--- src/rtl/dreq_pkg.sv ---
package dreq_pkg;

  typedef enum logic [1:0] {
    HS_IDLE   = 2'd0,
    HS_WAIT   = 2'd1,
    HS_ACCESS = 2'd2
  } hs_state_t;

  typedef struct packed {
    logic level_mode;
    logic invert;
    logic pace;
  } hs_cfg_t;

endpackage

--- src/rtl/dreq_rst_sync.sv ---
module dreq_rst_sync #(
  parameter int STAGES = 2
) (
  input  logic clk,
  input  logic rst_n,
  output logic rst_n_sync
);
  logic [STAGES-1:0] chain_q;

  generate
    if (STAGES == 1) begin : g_one
      always_ff @(posedge clk or negedge rst_n) begin
        if (!rst_n) chain_q <= 1'b0;
        else        chain_q <= 1'b1;
      end
    end else begin : g_many
      always_ff @(posedge clk or negedge rst_n) begin
        if (!rst_n) chain_q <= '0;
        else        chain_q <= {chain_q[STAGES-2:0], 1'b1};
      end
    end
  endgenerate

  assign rst_n_sync = chain_q[STAGES-1];
endmodule

--- src/rtl/dreq_sync_detect.sv ---
module dreq_sync_detect #(
  parameter int SYNC_STAGES = 2
) (
  input  logic clk,
  input  logic rst_n,
  input  logic req_in,
  input  logic level_mode,
  input  logic invert,
  output logic req_hit
);
  localparam int LAST = SYNC_STAGES - 1;

  logic [SYNC_STAGES-1:0] sync_q;
  logic                   prev_q;
  logic                   cur;
  logic                   rise;
  logic                   fall;

  generate
    if (SYNC_STAGES == 1) begin : g_single
      always_ff @(posedge clk or negedge rst_n) begin
        if (!rst_n) sync_q <= 1'b0;
        else        sync_q <= req_in;
      end
    end else begin : g_chain
      always_ff @(posedge clk or negedge rst_n) begin
        if (!rst_n) sync_q <= '0;
        else        sync_q <= {sync_q[SYNC_STAGES-2:0], req_in};
      end
    end
  endgenerate

  assign cur = sync_q[LAST];

  always_ff @(posedge clk or negedge rst_n) begin
    if (!rst_n) prev_q <= 1'b0;
    else        prev_q <= cur;
  end

  always_comb begin
    rise = cur & ~prev_q;
    fall = ~cur & prev_q;
    if (level_mode) req_hit = cur ^ invert;
    else            req_hit = invert ? fall : rise;
  end
endmodule

--- src/rtl/dreq_beat_cnt.sv ---
module dreq_beat_cnt #(
  parameter int CNT_W = 8
) (
  input  logic             clk,
  input  logic             rst_n,
  input  logic             load,
  input  logic [CNT_W-1:0] load_val,
  input  logic             dec,
  output logic             last
);
  localparam logic [CNT_W-1:0] ONE = CNT_W'(1);

  logic [CNT_W-1:0] rem_q;
  logic [CNT_W-1:0] rem_d;
  logic             rem_en;

  always_comb begin
    rem_en = load | dec;
    rem_d  = rem_q;
    if (load)     rem_d = load_val;
    else if (dec) rem_d = rem_q - ONE;
  end

  always_ff @(posedge clk or negedge rst_n) begin
    if (!rst_n)      rem_q <= '0;
    else if (rem_en) rem_q <= rem_d;
  end

  assign last = (rem_q == ONE);
endmodule

--- src/rtl/dreq_hs_fsm.sv ---
module dreq_hs_fsm
  import dreq_pkg::*;
#(
  parameter int CNT_W = 8
) (
  input  logic             clk,
  input  logic             rst_n,
  input  logic             cfg_arm,
  input  logic             cfg_level_mode,
  input  logic             cfg_invert,
  input  logic             cfg_pace,
  input  logic [CNT_W-1:0] cfg_count,
  input  logic             req_hit,
  input  logic             bus_ta,
  input  logic             bus_tea,
  input  logic             cnt_last,
  output logic             ack_out,
  output logic             beat_ok,
  output logic             done_out,
  output logic             armed,
  output logic             err_flag,
  output logic             arm_take,
  output logic             beat_dec,
  output hs_cfg_t          cfg_q
);
  hs_state_t state_q, state_d;
  hs_cfg_t   cfg_d;
  logic      err_q, err_d;
  logic      in_access;
  logic      abort;
  logic      beat;
  logic      finish;

  always_comb begin
    in_access = (state_q == HS_ACCESS);
    arm_take  = (state_q == HS_IDLE) && cfg_arm && (cfg_count != '0);
    abort     = in_access && bus_tea;
    beat      = in_access && bus_ta && !bus_tea;
    finish    = beat && cnt_last;
    beat_dec  = beat && !cnt_last;

    state_d = state_q;
    cfg_d   = cfg_q;
    err_d   = err_q;

    unique case (state_q)
      HS_IDLE: begin
        if (arm_take) begin
          state_d          = HS_WAIT;
          cfg_d.level_mode = cfg_level_mode;
          cfg_d.invert     = cfg_invert;
          cfg_d.pace       = cfg_pace;
          err_d            = 1'b0;
        end
      end
      HS_WAIT: begin
        if (req_hit) state_d = HS_ACCESS;
      end
      HS_ACCESS: begin
        if (abort) begin
          state_d = HS_IDLE;
          err_d   = 1'b1;
        end else if (finish) begin
          state_d = HS_IDLE;
        end else if (beat && cfg_q.pace) begin
          state_d = HS_WAIT;
        end
      end
      default: state_d = HS_IDLE;
    endcase
  end

  always_ff @(posedge clk or negedge rst_n) begin
    if (!rst_n) begin
      state_q <= HS_IDLE;
      cfg_q   <= '0;
      err_q   <= 1'b0;
    end else begin
      state_q <= state_d;
      if (arm_take) cfg_q <= cfg_d;
      err_q   <= err_d;
    end
  end

  assign ack_out  = in_access;
  assign beat_ok  = beat;
  assign done_out = finish;
  assign armed    = (state_q != HS_IDLE);
  assign err_flag = err_q;
endmodule

--- src/rtl/dreq_hs_ctrl.sv ---
module dreq_hs_ctrl
  import dreq_pkg::*;
#(
  parameter int CNT_W       = 8,
  parameter int SYNC_STAGES = 2,
  parameter int RST_STAGES  = 2
) (
  input  logic             clk,
  input  logic             rst_n,
  input  logic             cfg_arm,
  input  logic             cfg_level_mode,
  input  logic             cfg_invert,
  input  logic             cfg_pace,
  input  logic [CNT_W-1:0] cfg_count,
  input  logic             req_in,
  input  logic             bus_ta,
  input  logic             bus_tea,
  output logic             ack_out,
  output logic             beat_ok,
  output logic             done_out,
  output logic             armed,
  output logic             err_flag
);
  logic    rst_n_int;
  logic    req_hit;
  logic    cnt_last;
  logic    arm_take;
  logic    beat_dec;
  hs_cfg_t cfg_q;

  dreq_rst_sync #(.STAGES(RST_STAGES)) u_rst (
    .clk        (clk),
    .rst_n      (rst_n),
    .rst_n_sync (rst_n_int)
  );

  dreq_sync_detect #(.SYNC_STAGES(SYNC_STAGES)) u_det (
    .clk        (clk),
    .rst_n      (rst_n_int),
    .req_in     (req_in),
    .level_mode (cfg_q.level_mode),
    .invert     (cfg_q.invert),
    .req_hit    (req_hit)
  );

  dreq_beat_cnt #(.CNT_W(CNT_W)) u_cnt (
    .clk      (clk),
    .rst_n    (rst_n_int),
    .load     (arm_take),
    .load_val (cfg_count),
    .dec      (beat_dec),
    .last     (cnt_last)
  );

  dreq_hs_fsm #(.CNT_W(CNT_W)) u_fsm (
    .clk            (clk),
    .rst_n          (rst_n_int),
    .cfg_arm        (cfg_arm),
    .cfg_level_mode (cfg_level_mode),
    .cfg_invert     (cfg_invert),
    .cfg_pace       (cfg_pace),
    .cfg_count      (cfg_count),
    .req_hit        (req_hit),
    .bus_ta         (bus_ta),
    .bus_tea        (bus_tea),
    .cnt_last       (cnt_last),
    .ack_out        (ack_out),
    .beat_ok        (beat_ok),
    .done_out       (done_out),
    .armed          (armed),
    .err_flag       (err_flag),
    .arm_take       (arm_take),
    .beat_dec       (beat_dec),
    .cfg_q          (cfg_q)
  );
endmodule

--- config.mk ---
export PLATFORM = sky130hd
export DESIGN_NAME = dreq_hs_ctrl
export DESIGN_NICKNAME = d
export VERILOG_FILES = /design/src/rtl/dreq_pkg.sv /design/src/rtl/dreq_rst_sync.sv /design/src/rtl/dreq_sync_detect.sv /design/src/rtl/dreq_beat_cnt.sv /design/src/rtl/dreq_hs_fsm.sv /design/src/rtl/dreq_hs_ctrl.sv
export SDC_FILE = /design/constraint.sdc
export NUM_CORES = 1
export LEC_CHECK = 0
export BUFFER_PORTS_ARGS = -buffer_cell sky130_fd_sc_hd__buf_2
export CAP_MARGIN = 30
export CORE_MARGIN = 1.5
export CORE_UTILIZATION = 51
export DETAILED_ROUTE_END_ITERATION = 10
export PLACE_DENSITY_LB_ADDON = 0.05
export SLEW_MARGIN = 0
export SYNTH_ARGS = -nofsm -noshare
export SYNTH_HDL_FRONTEND = slang
export SYNTH_SLANG_ARGS = --single-unit
--- constraint.sdc ---
create_clock -name clk -period 1.6 [get_ports clk]
set_input_delay 0.08 -clock clk [delete_from_list [all_inputs] [get_ports clk]]
set_output_delay 0.08 -clock clk [all_outputs]
set_load 0.02 [all_outputs]
==> results of run 1 <==
## worst paths after layout
path / startpoint / slack (ns) / to / cells after the start
max: u_cnt.rem_q[1]$_DFFE_PN0P_ / -0.27 / u_cnt.rem_q[3]$_DFFE_PN0P_ / 6
min: cfg_count[7] / 0.03 / u_cnt.rem_q[7]$_DFFE_PN0P_ / 3
max reg2reg: u_cnt.rem_q[1]$_DFFE_PN0P_ / -0.27 / u_cnt.rem_q[3]$_DFFE_PN0P_ / 6
min reg2reg: u_rst.chain_q[1]$_DFF_PN0_ / 0.31 / u_cnt.rem_q[2]$_DFFE_PN0P_ / 0
max in group asynchronous: u_rst.chain_q[1]$_DFF_PN0_ / 0.81 / u_cnt.rem_q[7]$_DFFE_PN0P_ / 0
min in group asynchronous: rst_n / 0.05 / u_rst.chain_q[0]$_DFF_PN0_ / 2
## stage by stage
stage / instances / area [um^2] / TNS [ns]
global route: 185 / 1560 / -2.17
finish: 185 / 1560 / -1.50
CTS: 184 / 1510 / -0.569
floorplan: 97 / 968 / 0
detailed placement: 171 / 1320 / -0.667
global placement: 171 / 1320 / -0.257
## registers in the layout (all words and copies together), names as in the netlist
name / cells
u_fsm.state_q: 2
u_det.prev_q: 1
u_det.sync_q: 2
u_cnt.rem_q: 8
u_fsm.err_flag: 1
u_fsm.cfg_q: 3
u_rst.chain_q: 2
## critical path, delay by kind of cell, from the launching register on
family	cells	cell delay (ns)
XOR/XNOR	1	0.12
flip-flops	1	0.43
AO/OA/AOI/OAI	2	0.58
AND/OR/NAND/NOR	1	0.31
buffers and inverters	2	0.35
## Yosys cell counts
cell type	number
o21ai_0	3
a211o_1	1
a221o_1	2
nor3_1	2
a21oi_1	4
and3_1	1
buf_2	1
o211a_1	1
xnor2_1	3
or3_1	2
or4_1	2
or4_4	1
conb_1	1
nor2_1	9
o211ai_2	1
a22o_1	1
a311oi_1	1
a2111oi_0	1
mux2_2	1
a31oi_1	1
nor4_1	3
a21o_1	1
nor2b_1	1
ha_1	2
o211ai_1	1
a32oi_1	2
or2_2	1
o21ai_1	3
nand2_1	10
inv_1	9
dfrtp_1	19
nand2b_1	3
nor4b_2	1
nand4bb_1	1
mux2i_1	1
## power groups by stage
stage               combinational (mW)  sequential (mW)  clock (mW)
floorplan                        0.541            0.822           0
detailed placement                1.07            0.808           0
global route                      1.50            0.860       0.292
CTS                               1.20            0.818       0.261
global placement                  1.03            0.795           0
finish                            1.41            0.845       0.268
## layout make-up
type                       instances  area [um^2]
timing repair buffer              60          427
inverter                           9         33.8
tap                               25         31.3
clock buffer                       3         22.5
clock inverter                     1         7.51
multi-input combinational         68          563
fill                              85          185
sequential                        19          475
## timing repair
item                                    4_1_cts  5_1_grt
cloned                                        0        0
hold buffers                                  6        0
hold endpoints to repair                      7        0
setup buffers                                 3        1
endpoints found under the setup margin       11       12
pin swaps                                     2        6
gates resized for setup                      17       10
## cell families after synthesis
kind of cell | count (synthesis) | share of synthesized area, %
buf+inv | 10 | 4.04
compound gates | 23 | 17.3
fa+ha+maj | 2 | 2.61
simple gates | 37 | 21.1
other cells | 1 | 0.391
xor+xnor | 3 | 2.74
mux | 2 | 2.22
flops | 19 | 49.5
## layer usage
layer | vias to the layer above | GRT usage (%) | share of wire (%)
met3 | 19 | 9.80 | 7.0
li1 | 478 | - | -
met4 | 0 | 25.7 | 4.0
met2 | 73 | 60.6 | 52
met1 | 513 | 38.6 | 37
met5 | - | 0 | 0
==> out/qor.yml, run 1 <==
status: "finished, violations left"
violations: "negative setup slack"
clock-sinks: 19
diodes: 0
cts_max_path_buffers: 2
synth.ff_latch_count: 19
criticalPathCategory: "flop to flop"
cp_slowest_stage_delay_ns: 0.50
rows: 15
syn-instance-count: 97
yosys-top-cells-area: "dfrtp_1, nand2_1, inv_1, nor2_1, xnor2_1"
finalClockSkew_ns: 0.0177
crit_path_frequent_cell: "buf_4"
ys.warnings.count: 0
grtUsageTotal_pct: 36.1
grt_pass1_wl_um: 5200
place_hpwl_um: 1920
crit_path_top_delay_cell: "a2111oi_1"
clk_pin_slew_ns: 0.13
layout_commonest_cell: "buf_4"
io_buffers: 21
clkLatencyLatePin_ns: 0.32
finalMaxSlewViolations: 0
crit_chain: "buf_4 > or2_2 > a2111oi_1 > buf_4 > xnor2_1 > o21ai_1"
drive_above_1_share_pct: 48.8
tightest_slew_ns: 0.735
final_core_util_pct: 89.4
peakVddDrop_v: 0.00129
fin_crit_ns: 1.87
synth_nets: 116
max_slew_margin_pct: 51.0
drv_cap: 0
antenna_found_initial: 0
detail_route.wl_per_cell_um: 18.9
syn_area_um2: 960
final_cell_mix: "buf_4, buf_2, dfrtp_1"
cts_buffers: 3
switchingPower_mw: 1.06
ys_types: 35
yosys.area.top_type: "dfrtp_1"
core_um2: 1750
viasPerCell: 5.85
rsz0062_at_grt: "true"
io_pins: 22
max_freq_mhz: 535
p_int_mw: 1.47
syn-mean-instance-area_um2: 9.89
nets: 180
start_util_pct: 55.0
final-setup-viol-count: 10
powerDensity_nw_per_um2: 1620
grt_pass1_vias: 1146
drcViolationCount: 0
p_clk_share_pct: 10.6
grt_max_degree: 18
p_leak_nw: 0.742
cp.arrival_ns: 2.09
ant_nets: 0
finalHoldViolations: 0
synth_seq_area_share_pct: 49.5
crit_path_end_kind: "flop"
clockRootBuffer: "clkbuf_4"
tritoncts: "yes"
power_mw: 2.52
worstPathMaxFanout: 3
wirelength_um: 3490
dp_slack_ns: -0.155
p_comb_share_pct: 55.9
swShare_pct: 41.9
seqPwrFrac_pct: 33.5
fin_ws_ns: -0.270
grt_overflow: 0
htree_levels: 1
gp_congestion: 0.810
post-route-period-util_pct: 117
worstPathRequired_ns: 1.82
drt-pass1-iter-count: 4
drt_iter0_drc: 52
num_vias: 1083
synth_top_area_share_pct: 49.5
dieArea_um2: 2150
die_h_um: 46.4
start_kind: "flop"
die_w_um: 46.4
area_growth_pct: 62.6
hp-class: "primary input to flop"
whs_ns: 0.0331
(Power assumes the default switching activity.)
==> run 2: changes to the inputs <==
==> constraint.sdc (replaced) <==
create_clock -name clk -period 2 [get_ports clk]
set_input_delay 0.1 -clock clk [delete_from_list [all_inputs] [get_ports clk]]
set_output_delay 0.1 -clock clk [all_outputs]
set_load 0.02 [all_outputs]
==> out/qor.yml, run 2 (synthesized netlist as in run 1, its figures left out) <==
wirelength_um: 2050  # was 3490 um
clk_pin_slew_ns: 0.12  # was 0.13 ns
antenna_found_initial: 0  # unchanged
dieArea_um2: 2150  # unchanged
htree_levels: 1  # unchanged
start_util_pct: 55.0  # unchanged
drive_above_1_share_pct: 23.8  # was 48.8%
grt_pass1_wl_um: 3220  # was 5200 um
seqPwrFrac_pct: 46.4  # was 33.5%
grt_pass1_vias: 711  # was 1146
drt-pass1-iter-count: 4  # unchanged
finalMaxSlewViolations: 0  # unchanged
io_pins: 22  # unchanged
hp-class: "primary input to flop"  # unchanged
grt_util_met3_pct: 3.53  # was 9.80%
p_comb_share_pct: 39.4  # was 55.9%
fill_cells: 163  # was 85
r2r_cells: 5  # was 6
fin_crit_ns: 1.79
layout_commonest_cell: "buf_2"  # was buf_4
p_leak_nw: 0.558  # was 0.742 nW
criticalPathCategory: "flop to primary output"  # was flop to flop
core_um2: 1750  # unchanged
crit_path_end_kind: "primary output"  # was flop
final-setup-viol-count: 0  # was 10
cts_buffers: 3  # unchanged
cp.arrival_ns: 1.69  # was 2.09 ns
grt_overflow: 0  # unchanged
drcViolationCount: 0  # unchanged
final_cells: 151  # was 185
rsz0062_at_grt: "false"  # was true
gp_congestion: 0.790  # was 0.810
start_kind: "flop"  # unchanged
fin_setup_tns_ns: 0  # was -1.50 ns
die_h_um: 46.4  # unchanged
max_slew_margin_pct: 55.8  # was 51.0%
cts_max_path_buffers: 2  # unchanged
grtUsageTotal_pct: 22.1  # was 36.1%
nets: 146  # was 180
final_cell_mix: "buf_2, dfrtp_1, nand2_1"  # was buf_4, buf_2, dfrtp_1
largest_reg_flops: 8  # unchanged
use_met1_pct: 29.7  # was 38.6%
final_core_util_pct: 67.6  # was 89.4%
worstPathMaxFanout: 7  # was 3
finalClockSkew_ns: 0.00299  # was 0.0177 ns
multi_input_area_um2: 454  # was 563 um^2
finalHoldViolations: 0  # unchanged
hold_depth: 3  # unchanged
power_mw: 1.46  # was 2.52 mW
drv_cap: 0  # unchanged
whs_ns: 0.00770  # was 0.0331 ns
status: "completed"  # was finished, violations left
die_w_um: 46.4  # unchanged
grt_max_degree: 18  # unchanged
p_int_mw: 0.858  # was 1.47 mW
post-route-period-util_pct: 89.6
clockRootBuffer: "clkbuf_4"  # unchanged
seqCellArea_um2: 475  # unchanged
powerDensity_nw_per_um2: 1240  # was 1620 nW/um^2
top_register: "u_cnt.rem_q"  # unchanged
viasPerCell: 5.46  # was 5.85
rows: 15  # unchanged
largestRegisters: "u_cnt.rem_q: 8 flops, u_fsm.cfg_q: 3 flops"  # unchanged
switchingPower_mw: 0.600  # was 1.06 mW
grt_use_met2_pct: 35.6  # was 60.6%
drt_iter0_drc: 15  # was 52
place_hpwl_um: 1460  # was 1920 um
peakVddDrop_v: 0.000773  # was 0.00129 V
io_buffers: 21  # unchanged
ant_nets: 0  # unchanged
tritoncts: "yes"  # unchanged
worstPathRequired_ns: 1.90  # was 1.82 ns
tightest_slew_ns: 0.663  # was 0.735 ns
num_vias: 824  # was 1083
detail_route.wl_per_cell_um: 13.6  # was 18.9 um
dp.cells: 142  # was 171
post_cts_buffers: 0  # was 3
grt.busiest_layer: "met2"  # unchanged
max_freq_mhz: 558
diodes: 0  # unchanged
swShare_pct: 41.1  # was 41.9%
clock-sinks: 19  # unchanged
clkLatencyLatePin_ns: 0.31  # was 0.32 ns
p_clk_share_pct: 14.2  # was 10.6%
area_growth_pct: 22.9  # was 62.6%
==> run 2: cell types whose count changed in the layout (fill, tap and decap cells not counted), sizes merged <==
cell         change
buf             -33
dlygate4sd3      -1
==> run 2: final cells by class <==
class,count,share of cell area (%)
sequential,19,40.3
multi-input combinational,68,38.5
timing repair buffer,26,13.1
inverter,9,2.86
tap,25,2.65
clock buffer,3,1.91
clock inverter,1,0.636
==> run 2: worst paths after layout <==
path	from	endpoint	slack (ns)
max	u_cnt.rem_q[1]$_DFFE_PN0P_	done_out	0.21
min	cfg_count[3]	u_cnt.rem_q[3]$_DFFE_PN0P_	0.008
max reg2reg	u_cnt.rem_q[0]$_DFFE_PN0P_	u_cnt.rem_q[0]$_DFFE_PN0P_	0.21
min reg2reg	u_rst.chain_q[1]$_DFF_PN0_	u_det.sync_q[0]$_DFF_PN0_	0.28
max in group asynchronous	u_rst.chain_q[1]$_DFF_PN0_	u_fsm.err_flag$_DFFE_PN0P_	1.30
min in group asynchronous	rst_n	u_rst.chain_q[1]$_DFF_PN0_	0.10
==> run 2: worst max-delay path, cell delays in order (launching register included) <==
cell	delay (ns)
dfrtp_1	0.42
inv_1	0.09
ha_1	0.16
nor4b_4	0.34
and3_1	0.22
buf_2	0.16
==> run 2: per-stage QoR <==
| stage | instance area [um^2] | worst slack [ns] |
|---|---|---|
| after floorplan | 960 | 0.308 |
| after global placement | 1090 | 0.204 |
| after detailed placement | 1090 | 0.137 |
| after CTS | 1170 | 0.110 |
| after global routing | 1180 | 0.0919 |
| final | 1180 | 0.209 |
==> run 2: layer usage <==
metal / up-vias / part of all wire, %
met1: 381 / 47
met2: 24 / 46
met5: - / 0
met4: 0 / 1.9
met3: 5 / 4.3
li1: 414 / -
==> run 2: power groups by stage <==
stage,Combinational (mW),Clock (mW),Sequential (mW)
after global placement,0.546,0,0.668
after global routing,0.660,0.225,0.699
final,0.575,0.207,0.676
after CTS,0.572,0.205,0.664
after detailed placement,0.557,0,0.673
after floorplan,0.424,0,0.648
==> run 2: timing repair <==
| item | 4_1_cts | 5_1_grt |
|---|---|---|
| endpoints found under the hold margin | 6 | 0 |
| endpoints found under the setup margin | 0 | 3 |
| hold buffers | 5 | 0 |
| gates resized for setup | 0 | 1 |
==> run 3: changes to the inputs <==
--- a/config.mk
+++ b/config.mk
@@ -5,13 +5,14 @@
 export SDC_FILE = /design/constraint.sdc
 export NUM_CORES = 1
 export LEC_CHECK = 0
+export ABC_AREA = 1
 export BUFFER_PORTS_ARGS = -buffer_cell sky130_fd_sc_hd__buf_2
 export CAP_MARGIN = 30
 export CORE_MARGIN = 1.5
-export CORE_UTILIZATION = 51
+export CORE_UTILIZATION = 53
 export DETAILED_ROUTE_END_ITERATION = 10
 export PLACE_DENSITY_LB_ADDON = 0.05
-export SLEW_MARGIN = 0
+export SLEW_MARGIN = 15
 export SYNTH_ARGS = -nofsm -noshare
 export SYNTH_HDL_FRONTEND = slang
 export SYNTH_SLANG_ARGS = --single-unit
==> out/qor.yml, run 3 <==
drt-pass1-iter-count: 4  # unchanged
dieArea_um2: 2370  # was 2150 um^2
synth_top_cells_by_count: "nand2_1, nand3_1, dfrtp_1"  # was dfrtp_1, nand2_1, inv_1, nor2_1, a21oi_1
grt_overflow: 0  # unchanged
crit_path_end_kind: "primary output"  # unchanged
largestRegisters: "u_cnt.rem_q: 8 flops, u_fsm.cfg_q: 3 flops"  # unchanged
yosys_most_used_dff: "dfrtp_1"  # unchanged
clkLatencyLatePin_ns: 0.30  # was 0.31 ns
die_w_um: 48.7  # was 46.4 um
io_buffers: 21  # unchanged
finalHoldViolations: 0  # unchanged
synth_top_area_share_pct: 43.0  # was 49.5%
cts_buffers: 3  # unchanged
antenna_found_initial: 0  # unchanged
drt_iter0_drc: 15  # unchanged
tritoncts: "yes"  # unchanged
ys.warnings.count: 0  # unchanged
area_growth_pct: 15.8  # was 22.9%
diodes: 0  # unchanged
htree_levels: 1  # unchanged
gp_congestion: 0.809  # was 0.790
syn-instance-count: 132  # was 97
core_um2: 1960  # was 1750 um^2
drv_cap: 0  # unchanged
max_freq_mhz: 628  # was 558 MHz
nets: 178  # was 146
syn-mean-instance-area_um2: 8.38  # was 9.89 um^2
whs_ns: 0.0311  # was 0.00770 ns
viasPerCell: 5.25  # was 5.46
final_cell_mix: "nand3_1, nand2_1, buf_2"  # was buf_2, dfrtp_1, nand2_1
synthArstFlopShare_pct: 100  # unchanged
cp_slowest_stage_delay_ns: 0.43  # was 0.42 ns
start_util_pct: 56.4  # was 55.0%
wirelength_um: 2120  # was 2050 um
yosys.area.top_type: "dfrtp_1"  # unchanged
synth_nets: 151  # was 116
rsz0062_at_grt: "false"  # unchanged
dp.cells: 179  # was 142
synth.ff_latch_count: 19  # unchanged
clock-sinks: 19  # unchanged
peakVddDrop_v: 0.000627  # was 0.000773 V
worst-path-stages: 6  # was 5
detail_route.wl_per_cell_um: 11.5  # was 13.6 um
grt_max_degree: 18  # unchanged
criticalPathCategory: "flop to primary output"  # unchanged
hold_depth: 3  # unchanged
hp-class: "primary input to flop"  # unchanged
start_kind: "flop"  # unchanged
finalMaxSlewViolations: 0  # unchanged
finalClockSkew_ns: 0.00189  # was 0.00299 ns
clk_pin_slew_ns: 0.11  # was 0.12 ns
worstPathRequired_ns: 1.90  # about the same
crit_chain: "nor2_1 > nand2_1 > nor2_1 > nand2_1 > inv_1 > buf_2"  # was inv_1 > ha_1 > nor4b_4 > and3_1 > buf_2
final-setup-viol-count: 0  # unchanged
status: "completed"  # unchanged
top_register: "u_cnt.rem_q"  # unchanged
ys_types: 25  # was 35
yosys-top-cells-area: "dfrtp_1, nand3_1, nand2_1, inv_1, nor2_1"  # was dfrtp_1, nand2_1, inv_1, nor2_1, xnor2_1
post-route-period-util_pct: 79.7  # was 89.6%
synth_seq_area_share_pct: 43.0  # was 49.5%
crit_family: "simple AND/OR/NAND/NOR gates"  # unchanged
grtUsageTotal_pct: 21.0  # was 22.1%
die_h_um: 48.7  # was 46.4 um
clockRootBuffer: "clkbuf_4"  # unchanged
drive_above_1_share_pct: 24.7  # was 23.8%
syn_area_um2: 1110  # was 960 um^2
r2r_cells: 6  # was 5
rows: 16  # was 15
crit_path_top_delay_cell: "dfrtp_1"  # unchanged
io_pins: 22  # unchanged
powerDensity_nw_per_um2: 1270  # was 1240 nW/um^2
largest_reg_flops: 8  # unchanged
final_cells: 185  # was 151
ant_nets: 0  # unchanged
path_buf_inv: 2  # unchanged
place_hpwl_um: 1660  # was 1460 um
num_vias: 972  # was 824
drcViolationCount: 0  # unchanged
cp.arrival_ns: 1.49  # was 1.69 ns
synth_edf_count: 0  # unchanged
fin_setup_tns_ns: 0  # unchanged
max_slew_margin_pct: 55.7  # was 55.8%
p_leak_nw: 0.655  # was 0.558 nW
fin_crit_ns: 1.59  # was 1.79 ns
grt_pass1_vias: 957  # was 711
grt_pass1_wl_um: 3950  # was 3220 um
cts_max_path_buffers: 2  # unchanged
worstPathMaxFanout: 5  # was 7
tightest_slew_ns: 0.665  # was 0.663 ns
==> run 3: cell types whose count changed in the layout (fill, tap and decap cells not counted), sizes merged, moves of 3 or more <==
cell	delta
nand2	+15
o211ai	+6
nor2	+10
or4	-3
nand3	+23
inv	+9
nand2b	-3
dlygate4sd3	-3
nor4	-3
==> run 3: repair_timing <==
item	in CTS	in global routing
buffers inserted	0	0
endpoints found under the hold margin	3	0
hold buffers	2	0
gates resized for setup	0	0
==> run 3: path summary, 6_finish.rpt <==
path                                            start                      endpoint  slack, ns
min                                          cfg_pace    u_fsm.cfg_q[0]$_DFFE_PN0P_       0.03
max reg2reg                u_cnt.rem_q[3]$_DFFE_PN0P_    u_cnt.rem_q[3]$_DFFE_PN0P_       0.55
min reg2reg                u_rst.chain_q[1]$_DFF_PN0_    u_cnt.rem_q[0]$_DFFE_PN0P_       0.28
min in group asynchronous                       rst_n    u_rst.chain_q[1]$_DFF_PN0_       0.09
max                        u_cnt.rem_q[3]$_DFFE_PN0P_                      done_out       0.41
max in group asynchronous  u_rst.chain_q[1]$_DFF_PN0_  u_fsm.state_q[0]$_DFFE_PN0P_       1.30
==> run 3: final cells by class <==
type                    instances  area [um^2]
fillers                       186          681
multi-input cells              94          552
flip-flops and latches         19          475
repair buffers                 23          125
inverters                      18         67.6
well taps                      27         33.8
clock buffers                   3         22.5
clock inverters                 1         5.00
==> run 3: cells by family after synthesis <==
logic type                 Yosys count  share of synthesized area, %
other                                1                         0.339
DFF                                 19                          43.0
AOI/OAI and AO/OA                   19                          15.6
adders and majority gates            2                          2.26
buffers and inverters               19                          7.13
and+or+nand+nor                     69                          29.3
xor gates and xnor gates             3                          2.38
==> run 3: per-stage QoR <==
step	utilization, %	worst slack (ns)	cell area (um^2)	power (mW)
3_3_place_gp	62.9	0.619	1230	1.41
6_report	65.3	0.407	1280	1.63
5_1_grt	65.3	0.259	1280	1.78
2_1_floorplan	-	0.685	1110	1.27
4_1_cts	65.3	0.411	1280	1.64
3_5_place_dp	62.9	0.578	1230	1.44
==> run 3: worst min-delay path, cell delays in order <==
cell	delay, ns
buf_2	0.10
inv_1	0.06
o21ai_2	0.05
==> run 3: layer usage <==
| layer | track usage (%) | vias up | share of wire (%) |
|---|---|---|---|
| met5 | 0 | - | 0 |
| met4 | 8.57 | 0 | 1.6 |
| met3 | 2.78 | 6 | 3.7 |
| met2 | 34.9 | 23 | 48 |
| met1 | 27.8 | 458 | 47 |
| li1 | - | 485 | - |
==> run 3: report_power, final <==
| group | internal (mW) | leakage, nW | switching (mW) |
|---|---|---|---|
| combinational | 0.315 | 0.407 | 0.469 |
| sequential | 0.523 | 0.231 | 0.124 |
| clock | 0.0746 | 0.0177 | 0.121 |
